File: src/rtl/wp_seq_pkg.sv
package wp_seq_pkg;
  localparam int CMD_AW  = 15;
  localparam int BYTE_W  = 8;
  localparam int NSTEP   = 6;
  localparam logic [BYTE_W-1:0] ALT_BYTE = 8'h80;

  typedef enum logic [2:0] {
    ST_0, ST_1, ST_2, ST_3, ST_4, ST_5, ST_DONE
  } step_t;

  localparam int NIDX = 1 << $bits(step_t);

  // address expected at a step: the two command addresses alternate
  function automatic logic [CMD_AW-1:0] step_addr(input int idx);
    case (idx)
      1, 4:    step_addr = 15'h2AAA;
      default: step_addr = 15'h5555;
    endcase
  endfunction

  // data expected at a step (step 2 also accepts ALT_BYTE)
  function automatic logic [BYTE_W-1:0] step_byte(input int idx);
    case (idx)
      1, 4:    step_byte = 8'h55;
      2:       step_byte = 8'hA0;
      5:       step_byte = 8'h20;
      default: step_byte = 8'hAA;
    endcase
  endfunction
endpackage

File: src/rtl/wp_seq_matcher.sv
module wp_seq_matcher
  import wp_seq_pkg::*;
#(
  parameter int ADDR_W = 17
) (
  input  logic              clk,
  input  logic              por_n,
  input  logic              rst_n,
  input  logic              wr_valid,
  input  logic [ADDR_W-1:0] wr_addr,
  input  logic [BYTE_W-1:0] wr_data,
  input  logic              load_end,
  input  logic              busy,
  output logic              cmd_byte,
  output logic              unlock_hit,
  output logic              disable_hit
);
  logic [CMD_AW-1:0] low_addr;
  logic [NIDX-1:0]   step_ok;
  step_t             step_q, step_d;
  logic              live, hit, is_alt;

  assign low_addr = wr_addr[CMD_AW-1:0];
  assign is_alt   = (wr_data == ALT_BYTE);

  for (genvar g = 0; g < NIDX; g++) begin : g_cmp
    if (g < NSTEP) begin : g_real
      if (g == 2) begin : g_branch
        assign step_ok[g] = (low_addr == step_addr(g)) &&
                            ((wr_data == step_byte(g)) || is_alt);
      end else begin : g_plain
        assign step_ok[g] = (low_addr == step_addr(g)) &&
                            (wr_data == step_byte(g));
      end
    end else begin : g_pad
      assign step_ok[g] = 1'b0;
    end
  end

  assign live        = wr_valid && !busy && (step_q != ST_DONE);
  assign hit         = live && step_ok[step_q];
  assign cmd_byte    = hit;
  assign unlock_hit  = hit && (step_q == ST_2) && !is_alt;
  assign disable_hit = hit && (step_q == ST_5);

  always_comb begin
    step_d = step_q;
    if (load_end) begin
      step_d = ST_0;
    end else if (hit) begin
      case (step_q)
        ST_2:    step_d = is_alt ? ST_3 : ST_DONE;
        ST_5:    step_d = ST_DONE;
        default: step_d = step_t'(step_q + 3'd1);
      endcase
    end else if (live) begin
      step_d = ST_0;
    end
  end

  always_ff @(posedge clk) begin
    if (!por_n || !rst_n) step_q <= ST_0;
    else                  step_q <= step_d;
  end

  // a live byte that is not a command sends the matcher back to step 0
  a_r4_break_restarts: assert property (@(posedge clk) disable iff (!por_n || !rst_n)
    (live && !cmd_byte && !load_end) |=> (step_q == ST_0));
  // closing a load always restarts the matcher
  a_r11_load_end_restart: assert property (@(posedge clk) disable iff (!por_n || !rst_n)
    load_end |=> (step_q == ST_0));
endmodule

File: src/rtl/wp_prot_state.sv
module wp_prot_state (
  input  logic clk,
  input  logic por_n,
  input  logic rst_n,
  input  logic load_end,
  input  logic prog_done,
  input  logic unlock_hit,
  input  logic disable_hit,
  output logic busy,
  output logic commit_block,
  output logic prot_on
);
  logic prot_q, pend_en_q, pend_dis_q, unlocked_q, busy_q;
  logic period_end;

  assign period_end   = prog_done && busy_q;
  assign busy         = busy_q;
  assign prot_on      = prot_q;
  assign commit_block = prot_q && !unlocked_q;

  // flag: only power-on reset clears it
  always_ff @(posedge clk) begin
    if (!por_n)                       prot_q <= 1'b0;
    else if (period_end && pend_dis_q) prot_q <= 1'b0;
    else if (period_end && pend_en_q)  prot_q <= 1'b1;
  end

  // per-load state: cleared by either reset
  always_ff @(posedge clk) begin
    if (!por_n || !rst_n) begin
      pend_en_q  <= 1'b0;
      pend_dis_q <= 1'b0;
      unlocked_q <= 1'b0;
      busy_q     <= 1'b0;
    end else if (period_end) begin
      pend_en_q  <= 1'b0;
      pend_dis_q <= 1'b0;
      unlocked_q <= 1'b0;
      busy_q     <= 1'b0;
    end else begin
      if (load_end)    busy_q     <= 1'b1;
      if (unlock_hit)  pend_en_q  <= 1'b1;
      if (disable_hit) pend_dis_q <= 1'b1;
      if (unlock_hit || disable_hit) unlocked_q <= 1'b1;
    end
  end

  // the flag moves only at the end of a write period
  a_r5_flag_on_period_end: assert property (@(posedge clk) disable iff (!por_n)
    !period_end |=> $stable(prot_q));
  // a pending disable always wins at period end
  a_r6_disable_clears: assert property (@(posedge clk) disable iff (!por_n || !rst_n)
    (period_end && pend_dis_q) |=> !prot_on);
endmodule

File: src/rtl/wp_seq_guard.sv
module wp_seq_guard
  import wp_seq_pkg::*;
#(
  parameter int ADDR_W = 17
) (
  input  logic              clk,
  input  logic              por_n,
  input  logic              rst_n,
  input  logic              wr_valid,
  input  logic [ADDR_W-1:0] wr_addr,
  input  logic [7:0]        wr_data,
  input  logic              load_end,
  input  logic              prog_done,
  output logic              cmd_byte_o,
  output logic              commit_block_o,
  output logic              prot_on_o
);
  logic busy, unlock_hit, disable_hit;

  wp_seq_matcher #(.ADDR_W(ADDR_W)) u_match (
    .clk(clk), .por_n(por_n), .rst_n(rst_n),
    .wr_valid(wr_valid), .wr_addr(wr_addr), .wr_data(wr_data),
    .load_end(load_end), .busy(busy),
    .cmd_byte(cmd_byte_o), .unlock_hit(unlock_hit), .disable_hit(disable_hit)
  );

  wp_prot_state u_state (
    .clk(clk), .por_n(por_n), .rst_n(rst_n),
    .load_end(load_end), .prog_done(prog_done),
    .unlock_hit(unlock_hit), .disable_hit(disable_hit),
    .busy(busy), .commit_block(commit_block_o), .prot_on(prot_on_o)
  );

  // no command byte is recognised during a write period
  a_r10_busy_quiet: assert property (@(posedge clk) disable iff (!por_n || !rst_n)
    busy |-> !cmd_byte_o);
  // a completed prefix lifts the commit block on the next cycle
  a_r8_prefix_lifts: assert property (@(posedge clk) disable iff (!por_n || !rst_n)
    (unlock_hit && !prog_done) |=> !commit_block_o);
  // a command byte is only reported for a presented write
  a_r2_cmd_needs_write: assert property (@(posedge clk) disable iff (!por_n || !rst_n)
    cmd_byte_o |-> wr_valid);
endmodule

File: config.mk
export PLATFORM = sky130hd
export DESIGN_NAME = wp_seq_guard
export DESIGN_NICKNAME = d
export VERILOG_FILES = /design/src/rtl/wp_seq_pkg.sv /design/src/rtl/wp_seq_matcher.sv /design/src/rtl/wp_prot_state.sv /design/src/rtl/wp_seq_guard.sv
export SDC_FILE = /design/constraint.sdc
export NUM_CORES = 1
export LEC_CHECK = 0
export BUFFER_PORTS_ARGS = -buffer_cell sky130_fd_sc_hd__buf_2
export CAP_MARGIN = 20
export CELL_PAD_IN_SITES_DETAIL_PLACEMENT = 1
export CELL_PAD_IN_SITES_GLOBAL_PLACEMENT = 2
export CORE_ASPECT_RATIO = 0.9
export CORE_MARGIN = 4
export CORE_UTILIZATION = 20
export DETAILED_ROUTE_END_ITERATION = 12
export PLACE_DENSITY_LB_ADDON = 0.2
export SYNTH_ARGS = -nofsm -noshare
export SYNTH_HDL_FRONTEND = slang
export SYNTH_SLANG_ARGS = --single-unit
File: constraint.sdc
create_clock -name clk -period 1.5 [get_ports clk]
set_clock_uncertainty 0.05 [all_clocks]
set_input_delay 0.15 -clock clk [delete_from_list [all_inputs] [get_ports clk]]
set_output_delay 0.15 -clock clk [all_outputs]
set_load 0.01 [all_outputs]
## Yosys cells after proc, flatten, opt, wreduce, memory -nomap -nowiden

Cells that the tools add are included.

- Register bits: 8
- Input bits: 31
- Output and inout port bits: 3
- Word-level logic and storage cells: 51

- Add/sub/neg operators: 1
- $lt $le $gt $ge: 1
- Eq/ne operators: 10
- Mux-type cells: 6
- Bitwise gates (word level): 1
- Reduce and logical (&&, ||, !) cells: 26

Operator list:

| cell | number |
|---|---|
| $eq 8x8->1 const B | 3 |
| $eq 15x14->1 const B | 1 |
| $eq 15x15->1 const B | 1 |
| $logic_and 1x1->1 | 14 |
| $mux 3 | 3 |
| $eq 8x6->1 const B | 1 |
| $eq 8x7->1 const B | 1 |
| $pmux 3 s2 | 1 |
| $reduce_or 2->1 | 3 |
| $logic_not 1->1 | 5 |
| $lt 3x4->1 const B | 1 |
| $add 3x1->3 const B | 1 |
| $bmux 1 s3 | 1 |
| $eq 3x2->1 const B | 1 |
| $eq 3x3->1 const B | 1 |
| $logic_or 1x1->1 | 3 |
| $ne 3x3->1 const B | 1 |
| $reduce_bool 2->1 | 1 |
| $mux 1 | 1 |
| $not 1->1 | 1 |

## Depth between registers and ports, before layout

Gate-level depths: netlist (run 1).

- Depth in word-level cells: 9
- Depth in mapped cells: 8
- Gate-level depth less buffers: 7

## Cells and area by module

From an unflattened synthesis (run 1), not the netlist that was laid out.

- Cells, all modules: 103
- Area total of the unflattened synthesis: 860.8 µm²

By module, submodules not included:

| module | instances | cells each | area an instance (µm²) | seq. area each (µm²) |
|---|---|---|---|---|
| wp_seq_matcher | 1 | 84 | 683.2 | 60.1 |
| wp_prot_state | 1 | 19 | 177.7 | 100.1 |

## Least setup slack after synthesis (run 1)

OpenSTA, ideal clock, no wires.

- Path type: reg2out
- Start: register u_match.step_q[0]
- End: output cmd_byte_o
- Arrival time: 1.446 ns
- Data required time: 1.300 ns
- Slack: -0.146 ns
- Stages on the path, launching flop included: 8
- Path buffers: 1
- Cell sequence: dfxtp_1 -> clkbuf_1 -> inv_1 -> ha_1 -> a21oi_1 -> nand2_1 -> a21oi_2 -> o21a_1

- Longest elaborated chain between the ends: 3
- Elaborated cells on any way between the ends: 5
- Those cells by class: eq/ne (1); mux (2); reduce/logical (2)

Ends and longest elaborated chain:

| what | RTL line | source |
|---|---|---|
| start: declaration | wp_seq_matcher.sv:20 | `step_t step_q, step_d;` |
| start signal: assignment | wp_seq_matcher.sv:63 | `else step_q <= step_d;` |
| $bmux 1 s3 / $ne 3x3->1 (equally long branches) | wp_seq_matcher.sv:41, wp_seq_matcher.sv:40 |  |
| $mux 1 (implied by the code) / $logic_and 1x1->1 (equally long branches) | wp_seq_matcher.sv:41, wp_seq_matcher.sv:40 |  |
| $logic_and 1x1->1 (*) | wp_seq_matcher.sv:41 | `assign hit = live && step_ok[step_q];` |
| end: declaration | wp_seq_guard.sv:14 | `output logic cmd_byte_o,` |

Mark *: on every way between the ends. The rest lies on a longest branch, timed or not. The select of a mux whose other input is x is not followed.

## Final worst setup path (run 1)

- Start: register u_match.step_q[1]
- End: output cmd_byte_o

Same word-level chain as after synthesis.

==> impl_metrics.yaml, run 1 <==
logic_synthesis:
  yosys_warnings: 0
  synth_top_area_share_pct: 24.57
  synthCells: 81
  synth_ff_type: "dfxtp_1"
  synthTopCellsByArea: "dfxtp_1 (25%), nand2_1 (6.3%), ha_1 (5.8%), nor2_1 (4.6%), nand4b_1 (4.0%)"
  synth_common_cells: "nand2_1 (11), dfxtp_1 (8), nor2_1 (8)"
  yosysTopAreaCell: "dfxtp_1"
  post-synth-top-count-cell: "nand2_1"
  async_flop_share_pct: 0
  synth_area_um2: 651.9
  synth_nets: 115
  synth_edf_count: 0
  synth-seq-cells: 8
  yosysUniqueCellTypes: 36
  synth_seq_area_share_pct: 24.57
  avgSynthCellArea_um2: 8.048
floorplan:
  die_x_um: 68.18
  initial_core_util_pct: 21.09
  die_area_um2: 4238
  rows: 19
  num_io_pins: 34
  core_area_um2: 3090
  die_h_um: 62.16
setup_path:
  r2r_cells: 7
  required_ns: 1.30
  slowest_delay_ns: 0.36
  worstSetupEndpointType: "output port"
  cp-start-kind: "register"
  cp_cell_sequence: "or3b_1, a21oi_2, o2111a_1, a311o_2, o21a_1, buf_2"
  criticalPathCategory: "register to output port"
  critPathSlowestCell: "or3b_1"
  critPathArrivalTime_ns: 1.66
  cp_max_fo: 4
grt:
  grt_max_degree: 11
  antenna_found_initial: 0
  grt_pass1_wl_mm: 3.691
  first_global_vias: 814
  grt_overflow: 0
  track_usage_pct: 10.90
timing:
  slew_headroom_pct: 73.71
  final.setup.tns_ns: -1.049
  drv_slew: 0
  tightest_slew_ns: 0.3938
  period_share_pct: 123.8
  setup_ws_ns: -0.3574
  fmax_mhz: 538.4
  setup_viol: 6
  rsz0062_at_grt: "true"
  finalCriticalPeriod_ns: 1.857
  hold_viol: 0
clock_network:
  path_clk_slew_ns: 0.06
  cts_tree: "yes"
  hold_buffers: 0
  clock_latency_ns: 0.26
  clockBufferDepth: 2
  numCtsBuffers: 3
  cts-root-buf: "clkbuf_4"
  clkSinkCount: 8
  h-tree-depth: 1
final_layout:
  area_growth_syn_to_layout_pct: 67.37
  layout.cells.non_filler: 174
  utilization_pct: 35.30
  layout-drive-gt1-share_pct: 53.03
  fillCellCount: 390
  postLayoutCellArea_um2: 1091
  layout.nets: 168
  diodes: 0
routing:
  drtPass1Iterations: 4
  dr.max_layer_used: "met3"
  drt_iter0_markers: 7
  wl_per_cell_um: 12.57
  route.antenna.remaining_nets: 0
  via_per_inst: 4.644
  wl_met2_mm: 1.039
  wl_mm: 2.187
  drc: 0
  dr_wl_met3_um: 127
  vias: 808
  wl_met1_mm: 1.021
run_status:
  violations: "negative setup slack"
  outcome: "finished with violations"
placed_design:
  placed_cells: 169
  io_buffers: 31
  dp_hpwl_mm: 1.809
  place_congestion: 0.6862
  placed_cell_area_um2: 983.4
power_and_ir_drop:
  p_per_area_nw_per_um2: 451.4
  ir_worst_vdd_v: 0.0003820
  leakagePower_nw: 0.4627
flow_run:
  maxCapViolations: 0
hold_path:
  hold_class: "input pin to register"
  holdPathStages: 3
==> cell type report <==
cell class	instances	area, µm²	share of cell area [%]
Tap cell	42	52.55	4.816
Inverter	5	18.77	1.720
Multi-Input combinational cell	66	520.5	47.71
Timing Repair Buffer	50	311.5	28.55
Sequential cell	8	165.2	15.14
Clock buffer	3	22.52	2.064
==> kinds of logic after synthesis <==
group / share of synthesized area (%)
compound gates: 18.81
fa+ha+maj: 5.759
buf+inv: 4.607
flops: 24.57
simple gates: 46.26
==> worst max-delay path, delay by kind of cell, from the launching register on <==
family / cells / cell delay (ns)
AOI/OAI and AO/OA: 4 / 0.56
DFF: 1 / 0.35
and+or+nand+nor: 1 / 0.36
buffers and inverters: 1 / 0.12
==> path summary, 6_finish.rpt <==
kind / startpoint / end / slack, ns
setup / recovery: u_match.step_q[1] / cmd_byte_o / -0.36
hold / removal: load_end / u_state.busy / 0.11
setup reg to reg: u_match.step_q[1] / u_state.unlocked_q / -0.18
hold reg to reg: u_state.pend_en_q / u_state.pend_en_q / 0.41
==> per-stage QoR <==
stage	worst slack, ns	power, W	hold WS, ns
2_1_floorplan	0.0007211	0.0002455	0.2158
3_5_place_dp	-0.2012	0.0003169	0.3740
4_1_cts	-0.3772	0.0004884	0.1026
6_report	-0.3574	0.0004925	0.1063
3_3_place_gp	-0.1873	0.0003142	0.3473
5_1_grt	-0.4529	0.0005204	0.1139
==> sequential cells by signal, indices dropped and copies added (netlist names) <==
register / flops
u_state.unlocked_q: 1
u_state.prot_on: 1
u_state.pend_dis_q: 1
u_state.busy: 1
u_match.step_q: 3
u_state.pend_en_q: 1
==> layout by cell type, fill, tap and decap left out, types with 2 or more instances in the layout <==
master,netlist,layout
nand2_1,11,10
buf_6,0,3
nand4b_1,3,3
nor3_1,2,2
buf_4,1,17
clkbuf_4,0,3
ha_1,3,2
buf_2,0,30
and4bb_1,2,2
inv_1,5,5
nand3_1,2,2
nor4_1,3,2
nand4_1,2,2
dfxtp_1,8,6
o21ai_1,3,3
nor2_1,8,8
nand2b_1,2,2
a21oi_2,1,3
==> report_power, final <==
part | internal [W] | leakage (nW) | switching [W] | total (W)
logic | 0.0000603 | 0.383 | 0.0000459 | 0.000106
clock network | 0.0000921 | 0.0138 | 0.0000814 | 0.000174
registers | 0.000212 | 0.0659 | 0.000000829 | 0.000213
total | 0.000364 | 0.463 | 0.000128 | 0.000492
==> metal layers <==
metal  track usage [%]  up-vias
li1                  -      409
met1             16.09      377
met2             15.76       22
met3             3.784        0
met4            0.7444        0
met5                 0        -
==> repair_timing <==
item	in CTS	in global routing
setup buffers	3	2
gates resized for setup	5	9
pin swaps	9	6
endpoints found under the setup margin	7	7
cloned	0	0
(Power assumes the default switching activity.)
==> run 2: changes to the inputs <==
--- a/config.mk
+++ b/config.mk
@@ -15,4 +15,6 @@
 export DETAILED_ROUTE_END_ITERATION = 12
 export PLACE_DENSITY_LB_ADDON = 0.2
+export SETUP_SLACK_MARGIN = 0.2
+export SKIP_CTS_REPAIR_TIMING = 1
 export SYNTH_ARGS = -nofsm -noshare
 export SYNTH_HDL_FRONTEND = slang
==> constraint.sdc (replaced) <==
create_clock -name clk -period 1.5 [get_ports clk]
set_clock_uncertainty 0.05 [all_clocks]
set_input_delay 0.3 -clock clk [delete_from_list [all_inputs] [get_ports clk]]
set_output_delay 0.3 -clock clk [all_outputs]
set_load 0.01 [all_outputs]
==> impl_metrics.yaml, run 2 (synthesis results as in run 1) <==
run_status:
  outcome: "finished with violations"
  violations: "negative setup slack"
timing:
  final.setup.tns_ns: -1.754
  period_share_pct: 133.7
  finalCriticalPeriod_ns: 2.005
  drv_slew: 0
  slew_headroom_pct: 77.81
  setup_viol: 7
  setup_ws_ns: -0.5050
  rsz0062_at_grt: "true"
  hold_viol: 0
  tightest_slew_ns: 0.3303
  fmax_mhz: 498.8
setup_path:
  slowest_delay_ns: 0.38
  cp_cell_sequence: "or3b_4, a21oi_2, o2111a_1, a311o_2, o21a_1, buf_2"
  crit_family: "compound AO/OA/AOI/OAI gates"
  required_ns: 1.15
  criticalPathCategory: "register to output port"
  crit_buf_inv: 1
  cp-start-kind: "register"
  cp_max_fo: 4
  critPathArrivalTime_ns: 1.65
  critPathSlowestCell: "or3b_4"
  worstSetupEndpointType: "output port"
final_layout:
  utilization_pct: 34.98
  multiInputGateArea_um2: 514.2
  regMostFlops: "u_match.step_q"
  final_common_cell: "buf_2"
  area_growth_syn_to_layout_pct: 65.84
  layout-drive-gt1-share_pct: 53.13
  postLayoutCellArea_um2: 1081
  most-common-layout-cells: "buf_2 (26), buf_4 (13), nand2_1 (10)"
  seq_area_um2: 166.4
  fillCellCount: 388
  largest_reg_flops: 3
  layout.nets: 164
  diodes: 0
grt:
  antenna_found_initial: 0
  first_global_vias: 872
  grt_overflow: 0
  grt_pass1_wl_mm: 3.622
  grt_max_degree: 8
  track_usage_pct: 10.79
power_and_ir_drop:
  p_int_w: 0.0003643
  power_frac_clock_pct: 35.5
  switching_share_pct: 25.96
  p_sw_w: 0.0001278
  combPwrFrac_pct: 21.3
  leakagePower_nw: 0.4641
  power_w: 0.0004921
  p_per_area_nw_per_um2: 455.2
  ir_worst_vdd_v: 0.0002350
  power_frac_seq_pct: 43.2
floorplan:
  num_io_pins: 34
  initial_core_util_pct: 21.09
  die_h_um: 62.16
  die_x_um: 68.18
  die_area_um2: 4238
  core_area_um2: 3090
  rows: 19
routing:
  drtPass1Iterations: 2
  wl_mm: 2.154
  vias: 803
  drc: 0
  wl_per_cell_um: 12.67
  via_per_inst: 4.724
  drt_iter0_markers: 10
  route.antenna.remaining_nets: 0
placed_design:
  placed_cell_area_um2: 949.7
  io_buffers: 31
  place_congestion: 0.7160
  dp_hpwl_mm: 1.867
  pre_cts_slack_ns: -0.4193
clock_network:
  clkSinkCount: 8
  clockBufferDepth: 2
  h-tree-depth: 1
  cts-root-buf: "clkbuf_4"
  numCtsBuffers: 3
  path_clk_slew_ns: 0.06
  cts_tree: "yes"
  clock_latency_ns: 0.26
hold_path:
  hold_class: "input pin to register"
flow_run:
  maxCapViolations: 0
run 2: stage by stage:
stage / hold WS [ns] / cells
global route: 0.2440 / 170
CTS: 0.2477 / 168
global placement: 0.4015 / 165
detailed placement: 0.4059 / 165
floorplan: 0.3658 / 81
finish: 0.2567 / 170
run 2: final timing paths:
kind	end	cells past startpoint	start	slack (ns)
setup / recovery	cmd_byte_o	6	u_match.step_q[1]	-0.50
hold / removal	u_state.busy	3	load_end	0.26
setup reg to reg	u_state.pend_en_q	8	u_match.step_q[1]	-0.26
hold reg to reg	u_state.pend_en_q	2	u_state.pend_en_q	0.41
run 2: final cells by class:
class | count | share of cell area [%]
multi-input cells | 66 | 47.57
repair buffers | 46 | 28.36
flip-flops and latches | 8 | 15.39
well taps | 42 | 4.861
clock buffers | 3 | 2.083
inverters | 5 | 1.736
run 2: worst min-delay path, stage by stage:
cell    delay, ns
buf_2        0.11
nor2_1       0.04
nor2_1       0.07
run 2: power groups by stage:
stage	logic, W	clock network [W]	registers [W]
2_1_floorplan	0.0000258	0	0.000219
3_3_place_gp	0.0000875	0	0.000219
3_5_place_dp	0.0000903	0	0.000219
4_1_cts	0.0000908	0.000189	0.000214
5_1_grt	0.000117	0.000196	0.000212
6_report	0.000105	0.000175	0.000212
run 2: layer usage:
metal | vias to the layer above | track usage, % | routed length [µm]
met3 | 2 | 3.604 | 105
met5 | - | 0 | 0
met4 | 0 | 2.233 | 10
met2 | 21 | 16.37 | 992
met1 | 376 | 14.69 | 1046
li1 | 404 | - | -
